### config.mk
export PLATFORM = sky130hd
export DESIGN_NAME = led_regbank
export DESIGN_NICKNAME = d
export VERILOG_FILES = /design/src/rtl/ledbank_pkg.sv /design/src/rtl/ledbank_addr_match.sv /design/src/rtl/ledbank_session.sv /design/src/rtl/ledbank_regfile.sv /design/src/rtl/led_regbank.sv
export SDC_FILE = /design/constraint.sdc
export NUM_CORES = 1
export LEC_CHECK = 0
export BUFFER_PORTS_ARGS = -buffer_cell sky130_fd_sc_hd__buf_2
export CORE_MARGIN = 2
export CORE_UTILIZATION = 41
export CTS_BUF_LIST = sky130_fd_sc_hd__clkbuf_4
export DETAILED_ROUTE_END_ITERATION = 16
export MAX_ROUTING_LAYER = met4
export PLACE_DENSITY = 0.63
export SLEW_MARGIN = 10
export SYNTH_ARGS = -nofsm -noshare
export SYNTH_HDL_FRONTEND = slang
export SYNTH_HIERARCHICAL = 1
export SYNTH_SLANG_ARGS = --single-unit
### constraint.sdc
create_clock -name clk -period 2.53 [get_ports clk]
set_clock_uncertainty 0.15 [all_clocks]
set_input_delay 0.759 -clock clk [delete_from_list [all_inputs] [get_ports clk]]
set_output_delay 0.759 -clock clk [all_outputs]
set_load 0.02 [all_outputs]
### src/rtl/ledbank_pkg.sv
package ledbank_pkg;

  localparam int BYTE_W = 8;
  localparam int PTR_W  = 3;

  typedef enum logic [1:0] {
    EV_ADDR  = 2'd0,
    EV_WRITE = 2'd1,
    EV_READ  = 2'd2,
    EV_STOP  = 2'd3
  } ev_kind_e;

  // Reset value of register idx: last is output select, odd are prescalers,
  // remaining are duty registers.
  function automatic logic [BYTE_W-1:0] reg_default(input int idx, input int nregs);
    if (idx == nregs - 1) return 8'hF5;
    if ((idx % 2) == 1)   return 8'hFF;
    return 8'h80;
  endfunction

  // Next pointer value under auto-increment; wraps after last implemented reg.
  function automatic logic [PTR_W-1:0] ptr_step(input logic [PTR_W-1:0] p, input int nregs);
    if (int'(p) >= nregs - 1) return '0;
    return p + PTR_W'(1);
  endfunction

endpackage

### src/rtl/ledbank_addr_match.sv
module ledbank_addr_match
  import ledbank_pkg::*;
#(
  parameter logic [5:0] FIXED_BITS = 6'b110000
) (
  input  logic [BYTE_W-1:0] addr_byte,
  input  logic              strap,
  output logic              hit,
  output logic              is_read
);

  logic [6:0] own_addr;

  assign own_addr = {FIXED_BITS, strap};
  assign hit      = (addr_byte[7:1] == own_addr);
  assign is_read  = addr_byte[0];

endmodule

### src/rtl/ledbank_session.sv
module ledbank_session
  import ledbank_pkg::*;
#(
  parameter int NREGS = 6
) (
  input  logic             clk,
  input  logic             rst_n,
  input  logic             addr_ev,
  input  logic             wr_ev,
  input  logic             rd_ev,
  input  logic             stop_ev,
  input  logic             addr_hit,
  input  logic             addr_is_read,
  input  logic             ctrl_ai_bit,
  input  logic [PTR_W-1:0] ctrl_ptr_bits,
  output logic             sel,
  output logic             ai,
  output logic [PTR_W-1:0] ptr,
  output logic             ctrl_load,
  output logic             wr_commit,
  output logic             rd_commit,
  output logic             ptr_adv
);

  logic dir_rd;
  logic expect_ctrl;
  logic wr_ok;

  assign wr_ok     = wr_ev && sel && !dir_rd;
  assign ctrl_load = wr_ok && expect_ctrl;
  assign wr_commit = wr_ok && !expect_ctrl;
  assign rd_commit = rd_ev && sel && dir_rd;
  assign ptr_adv   = (wr_commit || rd_commit) && ai;

  always_ff @(posedge clk or negedge rst_n) begin
    if (!rst_n) begin
      sel         <= 1'b0;
      dir_rd      <= 1'b0;
      expect_ctrl <= 1'b0;
    end else if (addr_ev) begin
      sel         <= addr_hit;
      dir_rd      <= addr_is_read;
      expect_ctrl <= addr_hit && !addr_is_read;
    end else if (stop_ev) begin
      sel         <= 1'b0;
      expect_ctrl <= 1'b0;
    end else if (ctrl_load) begin
      expect_ctrl <= 1'b0;
    end
  end

  always_ff @(posedge clk or negedge rst_n) begin
    if (!rst_n) begin
      ai  <= 1'b0;
      ptr <= '0;
    end else if (ctrl_load) begin
      ai  <= ctrl_ai_bit;
      ptr <= ctrl_ptr_bits;
    end else if (ptr_adv) begin
      ptr <= ptr_step(ptr, NREGS);
    end
  end

endmodule

### src/rtl/ledbank_regfile.sv
module ledbank_regfile
  import ledbank_pkg::*;
#(
  parameter int NREGS = 6,
  parameter int LED_N = 2,
  localparam int CFG_W = (NREGS - 1) * BYTE_W
) (
  input  logic              clk,
  input  logic              rst_n,
  input  logic              wr_en,
  input  logic [PTR_W-1:0]  ptr,
  input  logic [BYTE_W-1:0] wdata,
  input  logic [LED_N-1:0]  led_level,
  output logic [BYTE_W-1:0] rdata,
  output logic [CFG_W-1:0]  cfg_flat
);

  logic [BYTE_W-1:0] store [1:NREGS-1];

  for (genvar g = 1; g < NREGS; g++) begin : g_reg
    logic [BYTE_W-1:0] q;
    always_ff @(posedge clk or negedge rst_n) begin
      if (!rst_n)                              q <= reg_default(g, NREGS);
      else if (wr_en && (ptr == PTR_W'(g)))    q <= wdata;
    end
    assign store[g] = q;
    assign cfg_flat[(g-1)*BYTE_W +: BYTE_W] = q;
  end

  always_comb begin
    rdata = '0;
    if (ptr == '0) rdata[LED_N-1:0] = led_level;
    for (int i = 1; i < NREGS; i++) begin
      if (ptr == PTR_W'(i)) rdata = store[i];
    end
  end

endmodule

### src/rtl/led_regbank.sv
module led_regbank
  import ledbank_pkg::*;
#(
  parameter int         NREGS      = 6,
  parameter int         LED_N      = 2,
  parameter logic [5:0] FIXED_BITS = 6'b110000,
  localparam int        CFG_W      = (NREGS - 1) * BYTE_W
) (
  input  logic              clk,
  input  logic              rst_n,
  input  logic              addr_strap,
  input  logic              ev_valid,
  input  logic [1:0]        ev_kind,
  input  logic [BYTE_W-1:0] ev_data,
  input  logic [LED_N-1:0]  led_level,
  output logic              resp_ack,
  output logic              resp_rd_valid,
  output logic [BYTE_W-1:0] resp_rd_data,
  output logic [CFG_W-1:0]  cfg_flat
);

  ev_kind_e kind;
  logic addr_ev, wr_ev, rd_ev, stop_ev;
  logic addr_hit, addr_is_read;
  logic sel, ai;
  logic [PTR_W-1:0] ptr;
  logic ctrl_load, wr_commit, rd_commit, ptr_adv;
  logic [BYTE_W-1:0] rdata;

  assign kind    = ev_kind_e'(ev_kind);
  assign addr_ev = ev_valid && (kind == EV_ADDR);
  assign wr_ev   = ev_valid && (kind == EV_WRITE);
  assign rd_ev   = ev_valid && (kind == EV_READ);
  assign stop_ev = ev_valid && (kind == EV_STOP);

  ledbank_addr_match #(.FIXED_BITS(FIXED_BITS)) u_match (
    .addr_byte (ev_data),
    .strap     (addr_strap),
    .hit       (addr_hit),
    .is_read   (addr_is_read)
  );

  ledbank_session #(.NREGS(NREGS)) u_sess (
    .clk           (clk),
    .rst_n         (rst_n),
    .addr_ev       (addr_ev),
    .wr_ev         (wr_ev),
    .rd_ev         (rd_ev),
    .stop_ev       (stop_ev),
    .addr_hit      (addr_hit),
    .addr_is_read  (addr_is_read),
    .ctrl_ai_bit   (ev_data[4]),
    .ctrl_ptr_bits (ev_data[PTR_W-1:0]),
    .sel           (sel),
    .ai            (ai),
    .ptr           (ptr),
    .ctrl_load     (ctrl_load),
    .wr_commit     (wr_commit),
    .rd_commit     (rd_commit),
    .ptr_adv       (ptr_adv)
  );

  ledbank_regfile #(.NREGS(NREGS), .LED_N(LED_N)) u_regs (
    .clk       (clk),
    .rst_n     (rst_n),
    .wr_en     (wr_commit),
    .ptr       (ptr),
    .wdata     (ev_data),
    .led_level (led_level),
    .rdata     (rdata),
    .cfg_flat  (cfg_flat)
  );

  always_ff @(posedge clk or negedge rst_n) begin
    if (!rst_n) begin
      resp_ack      <= 1'b0;
      resp_rd_valid <= 1'b0;
      resp_rd_data  <= '0;
    end else begin
      resp_ack      <= (addr_ev && addr_hit) || ctrl_load || wr_commit || rd_commit;
      resp_rd_valid <= rd_commit;
      resp_rd_data  <= rd_commit ? rdata : '0;
    end
  end

endmodule

==> results of run 1 <==
-- metal layers --
metal  up-vias  routed length [um]  track usage
li1        934                   -            -
met4         0                  57      0.06676
met2        55                3015       0.2741
met3         8                 312      0.06286
met5         -                   0            -
met1       973                3003       0.2520
-- stage by stage --
step | hold WS, ns | utilization | std cells | area [um^2]
5_1_grt | 0.1788 | 0.5133 | 377 | 3430
3_3_place_gp | 0.3480 | 0.4940 | 361 | 3301
2_1_floorplan | 0.3134 | - | 207 | 2794
3_5_place_dp | 0.3527 | 0.4940 | 361 | 3301
6_report | 0.1826 | 0.5133 | 377 | 3430
4_1_cts | 0.1719 | 0.5133 | 377 | 3430
-- sequential cells by signal, indices dropped and copies added (netlist names) --
name                flops
u_sess/expect_ctrl      1
u_sess/dir_rd           1
resp_rd_valid           1
u_regs/g.q             40
u_sess/sel              1
u_sess/ai               1
u_sess/ptr              3
resp_ack                1
resp_rd_data            8
-- worst max-delay path, cell delays in order --
cell      delay, ns
buf_2          0.10
nand2_1        0.05
nor2_1         0.13
nand3b_1       0.11
nor2_1         0.28
nor4bb_2       0.33
buf_4          0.21
mux2_2         0.34
-- cell usage in the layout, fill, tap and decap left out, types with 2 or more instances in the layout --
master,instances
mux2_2,46
a221oi_1,6
mux2i_1,10
buf_2,65
clkbuf_4,11
o221ai_1,2
nand3b_1,4
nand2_1,11
nor2_1,9
clkinv_1,3
nand3_1,2
o21ai_1,4
dfrtp_1,33
o21a_1,8
buf_4,18
ha_1,2
and3b_1,2
mux2_4,3
and2_1,8
dfstp_2,24
-- power by group through the flow --
stage               Clock (W)  Combinational (W)  Sequential [W]
floorplan                   0          0.0000164        0.000935
CTS                  0.000659          0.0000676        0.000920
finish               0.000633          0.0000651        0.000920
global placement            0          0.0000667        0.000936
detailed placement          0          0.0000676        0.000936
global route         0.000703          0.0000733        0.000920
-- worst paths after layout --
check                         startpoint                    to  slack [ns]  depth (start not counted)
setup / recovery              ev_kind[0]  u_regs/g_reg[2].q[6]        0.33                          8
hold / removal                     rst_n       resp_rd_data[4]        0.18                          2
setup reg to reg           u_sess/dir_rd  u_regs/g_reg[2].q[6]        0.46                          5
max in group asynchronous          rst_n  u_regs/g_reg[3].q[1]        1.73                          2
min in group clk               u_sess/ai             u_sess/ai        0.38                          2
hold reg to reg                u_sess/ai             u_sess/ai        0.38                          2
-- final cells by class --
class                   instances  area [um^2]  area share
clock buffers                  11        82.58     0.02408
inverters                       2        7.507    0.002189
flip-flops and latches         57         1456      0.4247
clock inverters                 5        46.29     0.01350
repair buffers                 84        480.5      0.1401
well taps                      80        100.1     0.02919
multi-input cells             138         1256      0.3663
==> results.yml, run 1 <==
outcome:
  outcome: "completed"
detailed_routing:
  first_iter_violations: 112
  ant_nets: 0
  drc: 0
  wl_mm: 6.388
  vias: 1970
  drt_first_pass_iters: 4
  vias_per_cell: 5.225
  wl_per_cell_um: 16.94
global_routing:
  grt_max_degree: 58
  grt_usage: 0.1901
  grt_pass1_wl_mm: 10.18
  grt_antenna_before_repair: 0
  grt_pass1_vias: 1935
  gr-total-overflow: 0
pwr:
  switching_share: 0.2251
  pwr-share-comb: 0.040
  irDropWorstVdd_v: 0.0002632
  internal_power_w: 0.001254
  leakagePower_nw: 1.790
  pwr-share-seq: 0.569
  p_clk_frac: 0.391
  power.total_w: 0.001618
  pwr_density_cell_nw_per_um2: 471.7
  p_switching_w: 0.0003642
clocking:
  cts_tree: "built"
  path_clk_slew_ns: 0.10
  cts-htree-levels: 3
  cts-buffers-inserted: 9
  cts.sinks: 57
  clk_path_buf_depth: 2
  clock_latency_ns: 0.40
  postCtsSetupRepairBufs: 0
  cts_hold_buf: 0
  ctsRootBufferMaster: "clkbuf_4"
  cts_resized: 0
die:
  die_area_um2: 7491
  coreArea_um2: 6681
  initial_utilization: 0.4182
  die_y_um: 86.55
  die_w_um: 86.55
  io_pins: 66
  row_count: 30
final_layout:
  drive_above_1_share: 0.6094
  fillCellCount: 608
  nets: 310
  antenna_cells: 0
  syn2layout_area_growth_pct: 22.75
timing:
  maxSlewHeadroom: 0.5736
  worstMarginPinSlew_ns: 0.6396
  clock.fmax_ghz: 0.4548
  hold_viol: 0
  slew_viol_final: 0
  tns_ns: 0
  period_needed_ns: 2.199
  fin_ws_ns: 0.3312
  finalSetupViolCount: 0
  grt_setup_unrepaired: "false"
  period_share: 0.8691
worst_setup_path:
  critPathRequiredTime_ns: 2.66
  start_kind: "input pin"
  path_class: "input pin to flip-flop"
  critPathMaxFanout: 8
  crit_arrival_ns: 2.33
  end_kind: "flip-flop"
synth:
  avgSynthCellArea_um2: 13.50
  synth_area_um2: 2794
  synth_nets: 225
  synthesis.instances: 207
  synth_warnings: 6
placed_design:
  hpwl_mm: 4.486
  port_buffers: 65
  dp_slack_ns: -0.1076
  gp_congestion: 0.7647
worst_hold_path:
  hold_path_class: "input pin to async pin"
run:
  maxCapViolCount: 0
No activity file was read; power rests on OpenSTA's default activity.
==> run 2, diff against run 1 <==
- ABC_AREA: unset -> 1
==> run 2 against run 1 <==
- worst hold slack improved by 0.0063 ns
- power is 1.8% higher
- core utilization is 1.6 points lower
- sequential share of layout area rose by 0.90 points
- highest routed layer unchanged
- register-to-register slack better by 0.17 ns
- global-route usage is 0.25 points higher
- critical endpoint is now cfg_flat[37]
- sequential power hardly changed
- largest power group unchanged
- sequential cell count is the same
- area after synthesis grew 1.7%
- synthesized cell count is 67% higher
==> results.yml, run 2 <==
timing:
  fin_ws_ns: 0.4813
  clock.fmax_ghz: 0.4881
  hold_viol: 0
  period_share: 0.8098
  tns_ns: 0
  maxSlewHeadroom: 0.6549
  period_needed_ns: 2.049
  worstMarginPinSlew_ns: 0.5177
  slew_viol_final: 0
  finalSetupViolCount: 0
  grt_setup_unrepaired: "false"
detailed_routing:
  vias: 2371
  wl_mm: 6.608
  wl_per_cell_um: 13.19
  first_iter_violations: 98
  drt_first_pass_iters: 4
  ant_nets: 0
  drc: 0
  vias_per_cell: 4.733
clocking:
  cts-htree-levels: 3
  ctsRootBufferMaster: "clkbuf_4"
  cts-buffers-inserted: 9
  postCtsSetupRepairBufs: 0
  cts.sinks: 57
  cts_hold_buf: 0
  cts_resized: 0
  cts_tree: "built"
  path_clk_slew_ns: 0.12
  clock_latency_ns: 0.39
  clk_path_buf_depth: 2
global_routing:
  grt_usage: 0.1926
  gr-total-overflow: 0
  grt_pass1_wl_mm: 10.86
  grt_antenna_before_repair: 0
  grt_max_degree: 58
  grt_pass1_vias: 2245
run:
  maxCapViolCount: 0
pwr:
  leakagePower_nw: 1.735
  switching_share: 0.2457
  pwr-share-seq: 0.557
  pwr_density_cell_nw_per_um2: 490.6
  pwr-share-comb: 0.043
  power.total_w: 0.001647
  p_switching_w: 0.0004048
  internal_power_w: 0.001243
  irDropWorstVdd_v: 0.0002581
  p_clk_frac: 0.400
final_layout:
  largest_reg_flops: 40
  nets: 434
  drive_above_1_share: 0.3112
  fillCellCount: 669
  syn2layout_area_growth_pct: 18.24
  layout_common_cells: "nand2_1, buf_2, inv_1, dfrtp_1, o21ai_0"
  fin_cells: 501
  layout_commonest_cell: "nand2_1"
  seqCellArea_um2: 1456
  multiInputGateArea_um2: 1076
  antenna_cells: 0
  top_register: "u_regs/g.q"
  largestRegisters: "u_regs/g.q: 40 flops, resp_rd_data: 8 flops, u_sess/ptr: 3 flops"
synth:
  synth_area_um2: 2840
  synthesis.instances: 346
  synth_warnings: 6
  synth_nets: 364
  avgSynthCellArea_um2: 8.209
worst_setup_path:
  critPathMaxFanout: 3
  crit_arrival_ns: 1.14
  critPathRequiredTime_ns: 1.62
  crit_cells: 1
  worstPathCellList: "buf_2"
  crit_slowest_cell: "dfstp_2"
  r2r-end: "u_regs/g_reg[5].q[3]"
  cpPeakStageDelay_ns: 0.57
  path_class: "flip-flop to output pin"
  timing.rr.start: "u_sess/ptr[0]"
  cp.buffers_inverters: 1
  end_kind: "output pin"
  r2r_cells: 5
  cp_top_family: "flip-flops"
  start_kind: "flip-flop"
  r2r_setup_slack_ns: 0.63
placed_design:
  port_buffers: 65
  dp.cells: 485
  gp_congestion: 0.8054
  dp_slack_ns: 0.1455
  hpwl_mm: 4.953
die:
  die_area_um2: 7609
  die_w_um: 87.23
  die_y_um: 87.23
  io_pins: 66
  coreArea_um2: 6756
  row_count: 30
  initial_utilization: 0.4204
worst_hold_path:
  hold_path_class: "input pin to async pin"
outcome:
  outcome: "completed"
run 2: cell types whose count changed in the layout (fill, tap and decap cells not counted), moves of 10 or more:
cell / before / now
o21ai_0: 0 / 33
nand2_1: 11 / 101
nand3_1: 2 / 20
nor2_1: 9 / 19
mux2_2: 46 / 0
mux2i_1: 10 / 0
buf_4: 18 / 3
inv_1: 1 / 56
run 2: how the worst max path moves through the flow:
stage                                     from                   end  slack (ns)
after floorplan                     ev_kind[0]  u_regs/g_reg[2].q[5]        0.14
after detailed placement            ev_kind[0]  u_regs/g_reg[1].q[7]        0.15
after CTS                 u_regs/g_reg[5].q[0]          cfg_flat[32]        0.47
after global placement              ev_kind[0]  u_regs/g_reg[2].q[6]        0.20
after global routing                ev_kind[0]  u_regs/g_reg[1].q[2]        0.35
final                     u_regs/g_reg[5].q[5]          cfg_flat[37]        0.48
run 2: final cells by class:
| cell class | count | share of cell area |
|---|---|---|
| Tap cell | 80 | 0.02981 |
| Multi-Input combinational cell | 220 | 0.3204 |
| Clock buffer | 10 | 0.02235 |
| Clock inverter | 6 | 0.01751 |
| Sequential cell | 57 | 0.4337 |
| Timing Repair Buffer | 69 | 0.1095 |
| Inverter | 59 | 0.06669 |
run 2: metal layers:
layer | wire [um] | global-route usage
met5 | 0 | -
met1 | 3188 | 0.2627
met4 | 57 | 0.06014
met2 | 3044 | 0.2831
met3 | 317 | 0.04929
run 2: power groups by stage:
stage          Sequential (W)  Combinational, W  Clock (W)
2_1_floorplan        0.000934         0.0000260          0
3_3_place_gp         0.000934         0.0000709          0
3_5_place_dp         0.000934         0.0000725          0
4_1_cts              0.000918         0.0000726   0.000674
5_1_grt              0.000919         0.0000802   0.000716
6_report             0.000918         0.0000704   0.000659
run 2: metrics by stage:
step           area (um^2)  hold slack [ns]    util
6_report              3358           0.1890  0.4970
3_3_place_gp          3224           0.3292  0.4772
5_1_grt               3358           0.1896  0.4970
2_1_floorplan         2840           0.3134       -
4_1_cts               3358           0.1876  0.4970
3_5_place_dp          3224           0.3362  0.4772
==> run 3, diff against run 2 <==
- PLACE_DENSITY: 0.63 -> 0.65
- clock period: 2.53 -> 1.69 ns (I/O delays scaled with it)
==> run 3 against run 2 <==
- the flow now finishes with violations (setup timing)
- die area is the same
- combinational power grew 70%
- clock-buffer cell count grew 2
- power grew 52%
- sequential cell count is the same
- critical endpoint is now cfg_flat[36]
==> results.yml, run 3 (synthesis gave the netlist of run 2 again) <==
global_routing:
  grt_max_degree: 58
  gr-total-overflow: 0
  grt_pass1_vias: 2411
  grt_pass1_wl_mm: 11.82
  grt_antenna_before_repair: 0
  grt_usage: 0.2106
timing:
  maxSlewHeadroom: 0.7769
  hold_viol: 0
  period_needed_ns: 1.752
  clock.fmax_ghz: 0.5709
  tns_ns: -0.9700
  finalSetupViolCount: 24
  slew_viol_final: 0
  grt_setup_unrepaired: "true"
  worstMarginPinSlew_ns: 0.3336
  fin_ws_ns: -0.06156
  period_share: 1.036
die:
  die_w_um: 87.23
  die_y_um: 87.23
  io_pins: 66
  coreArea_um2: 6756
  die_area_um2: 7609
  row_count: 30
  initial_utilization: 0.4204
run:
  maxCapViolCount: 0
final_layout:
  antenna_cells: 0
  fin_cells: 554
  nets: 487
  layout_common_cells: "nand2_1, inv_1, buf_4, buf_2, buf_6"
  syn2layout_area_growth_pct: 40.70
  top_register: "u_regs/g.q"
  largestRegisters: "u_regs/g.q: 40 flops, resp_rd_data: 8 flops, u_sess/ptr: 3 flops"
  layout_commonest_cell: "nand2_1"
  drive_above_1_share: 0.4008
  fillCellCount: 595
  largest_reg_flops: 40
worst_hold_path:
  hold_path_class: "input pin to flip-flop"
  hold_path_depth: 3
detailed_routing:
  drt_first_pass_iters: 4
  drc: 0
  wl_mm: 7.495
  first_iter_violations: 142
  ant_nets: 0
  vias_per_cell: 4.749
  wl_per_cell_um: 13.53
  vias: 2631
pwr:
  pwr_density_cell_nw_per_um2: 625.7
  irDropWorstVdd_v: 0.0003052
  leakagePower_nw: 2.080
worst_setup_path:
  cp_top_family: "flip-flops"
  path_class: "flip-flop to output pin"
  cpPeakStageDelay_ns: 0.57
  crit_cells: 1
  critPathMaxFanout: 2
  start_kind: "flip-flop"
  crit_start: "u_regs/g_reg[5].q[4]"
  r2r_setup_slack_ns: 0.05
  end_kind: "output pin"
  crit_slowest_cell: "dfstp_2"
  crit_arrival_ns: 1.09
  r2r_cells: 7
  endpoint: "cfg_flat[36]"
  timing.rr.start: "u_sess/ptr[2]"
  critPathRequiredTime_ns: 1.03
  cp.buffers_inverters: 1
  worstPathCellList: "buf_6"
  r2r-end: "u_regs/g_reg[4].q[6]"
outcome:
  outcome: "complete, but fails checks"
  violations: "setup timing"
clocking:
  clk_path_buf_depth: 2
  ctsRootBufferMaster: "clkbuf_4"
  clock_latency_ns: 0.41
  path_clk_slew_ns: 0.10
  cts.sinks: 57
  cts-buffers-inserted: 9
  cts_tree: "built"
  cts-htree-levels: 3
placed_design:
  port_buffers: 65
  hpwl_mm: 5.219
  dp.cells: 500
  gp_congestion: 0.8550
==> run 3: how the worst min path moves through the flow <==
stage | startpoint | slack, ns | to
6_report | ev_valid | 0.19 | resp_ack
5_1_grt | ev_valid | 0.17 | resp_ack
4_1_cts | ev_valid | 0.17 | resp_ack
3_5_place_dp | u_regs/g_reg[1].q[4] | 0.33 | u_regs/g_reg[1].q[4]
3_3_place_gp | u_regs/g_reg[5].q[0] | 0.33 | u_regs/g_reg[5].q[0]
2_1_floorplan | rst_n | 0.06 | resp_ack
==> run 3: final cells by class <==
class	count	area (um^2)	area share
clock buffers	12	90.09	0.02254
clock inverters	4	45.04	0.01127
inverters	59	231.5	0.05792
multi-input cells	221	1112	0.2783
flip-flops and latches	57	1460	0.3654
well taps	80	100.1	0.02505
repair buffers	121	957.2	0.2395
==> run 3: what timing repair did <==
item / CTS / global route
endpoints found under the hold margin: 33 / 0
endpoints found under the setup margin: 25 / 48
resized for setup: 48 / 19
cloned: 0 / 1
hold buffers: 1 / 0
buffers inserted: 24 / 12
pin swaps: 0 / 2
==> run 3: where the power goes <==
part | switching (W) | internal, W | total (W)
Combinational | 0.0000804 | 0.0000397 | 0.000120
Clock | 0.000514 | 0.000493 | 0.00101
Sequential | 0.00000334 | 0.00137 | 0.00137
Total | 0.000598 | 0.00190 | 0.00250
==> run 3: layer usage <==
metal,global-route usage,share of wire,wire [um],up-vias
li1,-,-,-,1328
met1,0.2744,0.45,3345,1241
met2,0.3289,0.50,3739,55
met3,0.04360,0.042,313,7
met4,0.07133,0.013,97,0
met5,-,0,0,-
==> run 3: metrics by stage <==
stage / util / hold WS [ns] / cell area [um^2] / worst slack [ns] / power [W]
6_report: 0.5915 / 0.1858 / 3996 / -0.06156 / 0.002501
3_5_place_dp: 0.4978 / 0.3293 / 3363 / -0.2796 / 0.001519
4_1_cts: 0.5681 / 0.1674 / 3839 / -0.07205 / 0.002521
3_3_place_gp: 0.4978 / 0.3306 / 3363 / -0.2219 / 0.001516
2_1_floorplan: - / 0.06141 / 2877 / -0.2158 / 0.001440
5_1_grt: 0.5915 / 0.1693 / 3996 / -0.1150 / 0.002604
